<file path="src/rtl/pi_pkg.sv">
package pi_pkg;

  typedef enum logic [1:0] {
    CLAMP_NONE = 2'd0,
    CLAMP_LOW  = 2'd1,
    CLAMP_HIGH = 2'd2
  } clamp_e;

  // Decide whether the integrator may take its candidate value.
  function automatic logic f_accept(input clamp_e cl, input logic aw_en,
                                    input logic cand_gt, input logic cand_lt);
    logic ok;
    case (cl)
      CLAMP_LOW:  ok = !aw_en || cand_gt;
      CLAMP_HIGH: ok = !aw_en || cand_lt;
      default:    ok = 1'b1;
    endcase
    return ok;
  endfunction

endpackage

</file>
<file path="src/rtl/pi_cfg_shadow.sv">
module pi_cfg_shadow #(
  parameter int W = 8
) (
  input  logic         clk,
  input  logic         rst_n,
  input  logic         busy,
  input  logic [W-1:0] cfg_d,
  output logic [W-1:0] cfg_q
);
  // Configuration is captured only in cycles without a sample strobe.
  always_ff @(posedge clk) begin
    if (!rst_n)     cfg_q <= '0;
    else if (!busy) cfg_q <= cfg_d;
  end
endmodule

</file>
<file path="src/rtl/pi_datapath.sv">
module pi_datapath #(
  parameter int ERR_W  = 16,
  parameter int GAIN_W = 16,
  parameter int OUT_W  = 20,
  parameter int ACC_W  = 24,
  parameter int FRAC   = 12
) (
  input  logic signed [ACC_W-1:0]  integ_q,
  input  logic signed [ERR_W-1:0]  err,
  input  logic signed [GAIN_W-1:0] kp,
  input  logic signed [GAIN_W-1:0] ki,
  input  logic signed [OUT_W-1:0]  bias,
  input  logic signed [OUT_W-1:0]  lo,
  input  logic signed [OUT_W-1:0]  hi,
  output logic signed [ACC_W-1:0]  cand,
  output logic signed [OUT_W-1:0]  y_sat,
  output pi_pkg::clamp_e           clamp
);
  localparam int PW = ACC_W + GAIN_W + 1;

  // Full-width multiply-accumulate followed by an arithmetic down-shift.
  function automatic logic signed [PW-1:0] f_mac(
    input logic signed [ACC_W-1:0]  c,
    input logic signed [ERR_W-1:0]  e,
    input logic signed [GAIN_W-1:0] gi,
    input logic signed [GAIN_W-1:0] gp);
    logic signed [PW-1:0] cx, ex, gix, gpx, acc;
    cx  = c;
    ex  = e;
    gix = gi;
    gpx = gp;
    acc = cx * gix + ex * gpx;
    return acc >>> FRAC;
  endfunction

  function automatic logic signed [PW-1:0] f_widen(input logic signed [OUT_W-1:0] v);
    logic signed [PW-1:0] r;
    r = v;
    return r;
  endfunction

  logic signed [ACC_W-1:0] err_x;
  logic signed [PW-1:0]    raw;
  logic signed [PW-1:0]    lo_x, hi_x;

  assign err_x = err;
  assign cand  = integ_q + err_x;
  assign raw   = f_mac(cand, err, ki, kp) + f_widen(bias);
  assign lo_x  = f_widen(lo);
  assign hi_x  = f_widen(hi);

  always_comb begin
    if (raw < lo_x) begin
      clamp = pi_pkg::CLAMP_LOW;
      y_sat = lo;
    end else if (raw > hi_x) begin
      clamp = pi_pkg::CLAMP_HIGH;
      y_sat = hi;
    end else begin
      clamp = pi_pkg::CLAMP_NONE;
      y_sat = raw[OUT_W-1:0];
    end
  end
endmodule

</file>
<file path="src/rtl/pi_integrator.sv">
module pi_integrator #(
  parameter int ACC_W = 24
) (
  input  logic                    clk,
  input  logic                    rst_n,
  input  logic                    clr,
  input  logic                    step,
  input  logic                    aw_en,
  input  pi_pkg::clamp_e          clamp,
  input  logic signed [ACC_W-1:0] cand,
  output logic signed [ACC_W-1:0] integ_q,
  output logic                    integ_load
);
  assign integ_load = step &&
    pi_pkg::f_accept(clamp, aw_en, cand > integ_q, cand < integ_q);

  always_ff @(posedge clk) begin
    if (!rst_n || clr) integ_q <= '0;
    else if (integ_load) integ_q <= cand;
  end
endmodule

</file>
<file path="src/rtl/clamp_pi_filter.sv">
module clamp_pi_filter #(
  parameter int ERR_W  = 16,
  parameter int GAIN_W = 16,
  parameter int OUT_W  = 20,
  parameter int ACC_W  = 24,
  parameter int FRAC   = 12
) (
  input  logic                     clk,
  input  logic                     rst_n,
  input  logic                     clr_integ,
  input  logic                     smp_valid,
  input  logic signed [ERR_W-1:0]  smp_err,
  input  logic signed [GAIN_W-1:0] cfg_kp,
  input  logic signed [GAIN_W-1:0] cfg_ki,
  input  logic signed [OUT_W-1:0]  cfg_bias,
  input  logic signed [OUT_W-1:0]  cfg_lo,
  input  logic signed [OUT_W-1:0]  cfg_hi,
  input  logic                     cfg_aw_en,
  output logic                     act_valid,
  output logic signed [OUT_W-1:0]  act_value
);
  localparam int CFG_W = 2 * GAIN_W + 3 * OUT_W + 1;

  logic [CFG_W-1:0]         cfg_d, cfg_q;
  logic signed [GAIN_W-1:0] kp_q, ki_q;
  logic signed [OUT_W-1:0]  bias_q, lo_q, hi_q;
  logic                     aw_q;
  logic signed [ACC_W-1:0]  integ_q, cand_w;
  logic signed [OUT_W-1:0]  y_sat;
  pi_pkg::clamp_e           clamp;
  logic                     step_go, integ_load, clamp_lo, clamp_hi;

  assign cfg_d = {cfg_kp, cfg_ki, cfg_bias, cfg_lo, cfg_hi, cfg_aw_en};
  assign {kp_q, ki_q, bias_q, lo_q, hi_q, aw_q} = cfg_q;

  pi_cfg_shadow #(.W(CFG_W)) u_shadow (
    .clk(clk), .rst_n(rst_n), .busy(smp_valid), .cfg_d(cfg_d), .cfg_q(cfg_q)
  );

  pi_datapath #(
    .ERR_W(ERR_W), .GAIN_W(GAIN_W), .OUT_W(OUT_W), .ACC_W(ACC_W), .FRAC(FRAC)
  ) u_path (
    .integ_q(integ_q), .err(smp_err), .kp(kp_q), .ki(ki_q), .bias(bias_q),
    .lo(lo_q), .hi(hi_q), .cand(cand_w), .y_sat(y_sat), .clamp(clamp)
  );

  assign step_go  = smp_valid && !clr_integ;
  assign clamp_lo = (clamp == pi_pkg::CLAMP_LOW);
  assign clamp_hi = (clamp == pi_pkg::CLAMP_HIGH);

  pi_integrator #(.ACC_W(ACC_W)) u_integ (
    .clk(clk), .rst_n(rst_n), .clr(clr_integ), .step(step_go), .aw_en(aw_q),
    .clamp(clamp), .cand(cand_w), .integ_q(integ_q), .integ_load(integ_load)
  );

  always_ff @(posedge clk) begin
    if (!rst_n) begin
      act_valid <= 1'b0;
      act_value <= '0;
    end else begin
      act_valid <= step_go;
      if (step_go) act_value <= y_sat;
    end
  end
endmodule

</file>
<file path="config.mk">
export PLATFORM = sky130hd
export DESIGN_NAME = clamp_pi_filter
export DESIGN_NICKNAME = d
export VERILOG_FILES = /design/src/rtl/pi_pkg.sv /design/src/rtl/pi_cfg_shadow.sv /design/src/rtl/pi_datapath.sv /design/src/rtl/pi_integrator.sv /design/src/rtl/clamp_pi_filter.sv
export SDC_FILE = /design/constraint.sdc
export NUM_CORES = 2
export LEC_CHECK = 0
export ABC_AREA = 1
export BUFFER_PORTS_ARGS = -buffer_cell sky130_fd_sc_hd__buf_2
export CAP_MARGIN = 20
export CORE_MARGIN = 8
export CORE_UTILIZATION = 65
export CTS_BUF_LIST = sky130_fd_sc_hd__clkbuf_16
export DETAILED_ROUTE_END_ITERATION = 10
export PLACE_DENSITY = 0.82
export SETUP_SLACK_MARGIN = 0.15
export SYNTH_ARGS = -nofsm -noshare
export SYNTH_HDL_FRONTEND = slang
export SYNTH_HIERARCHICAL = 1
export SYNTH_SLANG_ARGS = --single-unit
</file>
<file path="constraint.sdc">
create_clock -name clk -period 27.1 [get_ports clk]
set_input_delay 4.065 -clock clk [delete_from_list [all_inputs] [get_ports clk]]
set_output_delay 4.065 -clock clk [all_outputs]
set_load 0.01 [all_outputs]
</file>
==> results.toml <==
[outcome]
status = "finished, final reports clean"

[sta]
finalHoldViolCount = 0
setup_slack_ps = 8880
timing.fmax_ghz = 0.0549
slew_headroom = 0.208
slew_violations = 0
setup_viol = 0
rsz0062_at_grt = "no"
finalCritPeriodShare = 0.673
fin_skew_ps = 17.1
timing.hold.ws_ps = 481
worst_slew_pin_slew_ps = 1190
finalSetupTns_ps = 0
fin_crit_ps = 18220

[grt]
track_usage = 0.337
grt_remaining_overflow = 0
grt_pass1_vias = 33413
antenna_found_initial = 1
grt_pass1_wl_um = 175000
grt_max_degree = 116

[run]
maxCapViolCount = 0

[clocking]
htreeDepth = 4
postCtsSetupBuffers = 0
cts-root-buf = "clkbuf_16"
clock_latency_ps = 450
cts_resized = 0
cts_sinks = 138
tritoncts = "built"
cts.path.max_buffers = 2
clk_pin_slew_ps = 70
cts_buffers = 17
hold_buffers = 0

[route]
drt-pass1-iter-count = 7
antenna_left = 0
drcViolationCount = 0
drtIter0Drc = 2980
num_vias = 31851
routedWlPerCell_um = 18.7
drt-total-wl_um = 109000
vias_per_cell = 5.47

[yosys]
synth.avg_cell_area_sq_um = 7.47
synth_cells = 5021
syn_area_sq_um = 37500
yosysWarnings = 6
synth_nets = 6183

[layout]
final_nets = 6202
synthToLayoutAreaGrowth_pct = 4.34
layout.cells.most_common = "inv_1"
drive_gt1_frac = 0.0530
layout_common_cells = "inv_1 (1,360), nand2_1 (1,050), fa_1 (740)"

[floorplan]
die-area_sq_um = 65700
core_sq_um = 57400
initial_utilization = 0.654
die_w_um = 256
die_y_um = 256
placementRows = 88
io_pins = 134

[setup_path]
critPathRequiredTime_ps = 27430
cp-end-kind = "flop"
startpoint_type = "input port"
cp_slowest_stage_delay_ps = 860
worst-path-max-fanout = 32
slowest_stage = "nand2_1"
path_class = "in2reg"
ff2ff_setup_slack_ps = 12540
cp_top_family = "adder cells"
path_buf_inv = 11
critPathArrivalTime_ps = 18550
cpMostUsedCell = "nand2_1"

[placement]
gp_congestion = 1.02
portBuffers = 133
dp_hpwl_um = 89600
pre_cts_ws_ps = 8070

[hold_path]
hold_path_class = "reg2reg"
path summary, 6_finish.rpt:
check / end / from / cells past startpoint
worst min-delay path: act_value[11] / act_value[11] / 2
worst min register to register: act_value[11] / act_value[11] / 2
worst max-delay path: u_integ/integ_q[9] / smp_err[0] / 57
worst max register to register: u_integ/integ_q[9] / u_integ/integ_q[0] / 56
through the flow:
step	util	std cells	area [sq um]
after global placement	0.671	5784	38500
after detailed placement	0.671	5784	38500
final	0.683	5820	39200
after CTS	0.682	5816	39100
after floorplan	-	5021	37500
after global routing	0.682	5819	39200
layer usage:
metal,global-route usage,vias up,part of all wire
met1,0.421,15310,0.38
li1,-,14494,-
met3,0.0738,399,0.096
met5,0,-,0
met2,0.546,1648,0.46
met4,0.177,0,0.058
flip-flops by register name, summed over array words and instances, names as in the netlist:
register	cells
act_value	20
act_valid	1
u_shadow/cfg_q	93
u_integ/integ_q	24
final cells by class:
type | instances | area [sq um]
antenna | 2 | 5.00
multi-input combinational | 3346 | 28700
clock inverter | 15 | 188
inverter | 1372 | 5150
tap | 765 | 957
sequential | 138 | 2760
clock buffer | 17 | 425
timing repair buffer | 165 | 927
fill | 4808 | 18200
worst register-to-register path: cells and delay by family (launching register included):
family	cells	cell delay, ps
AOI/OAI and AO/OA	2	520
xor gates and xnor gates	2	880
buffers and inverters	10	1260
DFF	1	340
and+or+nand+nor	27	5090
adders and majority gates	15	6350
Power is not shown: default switching activity piles up to over one toggle a cycle in this logic, so the estimate is an artifact.
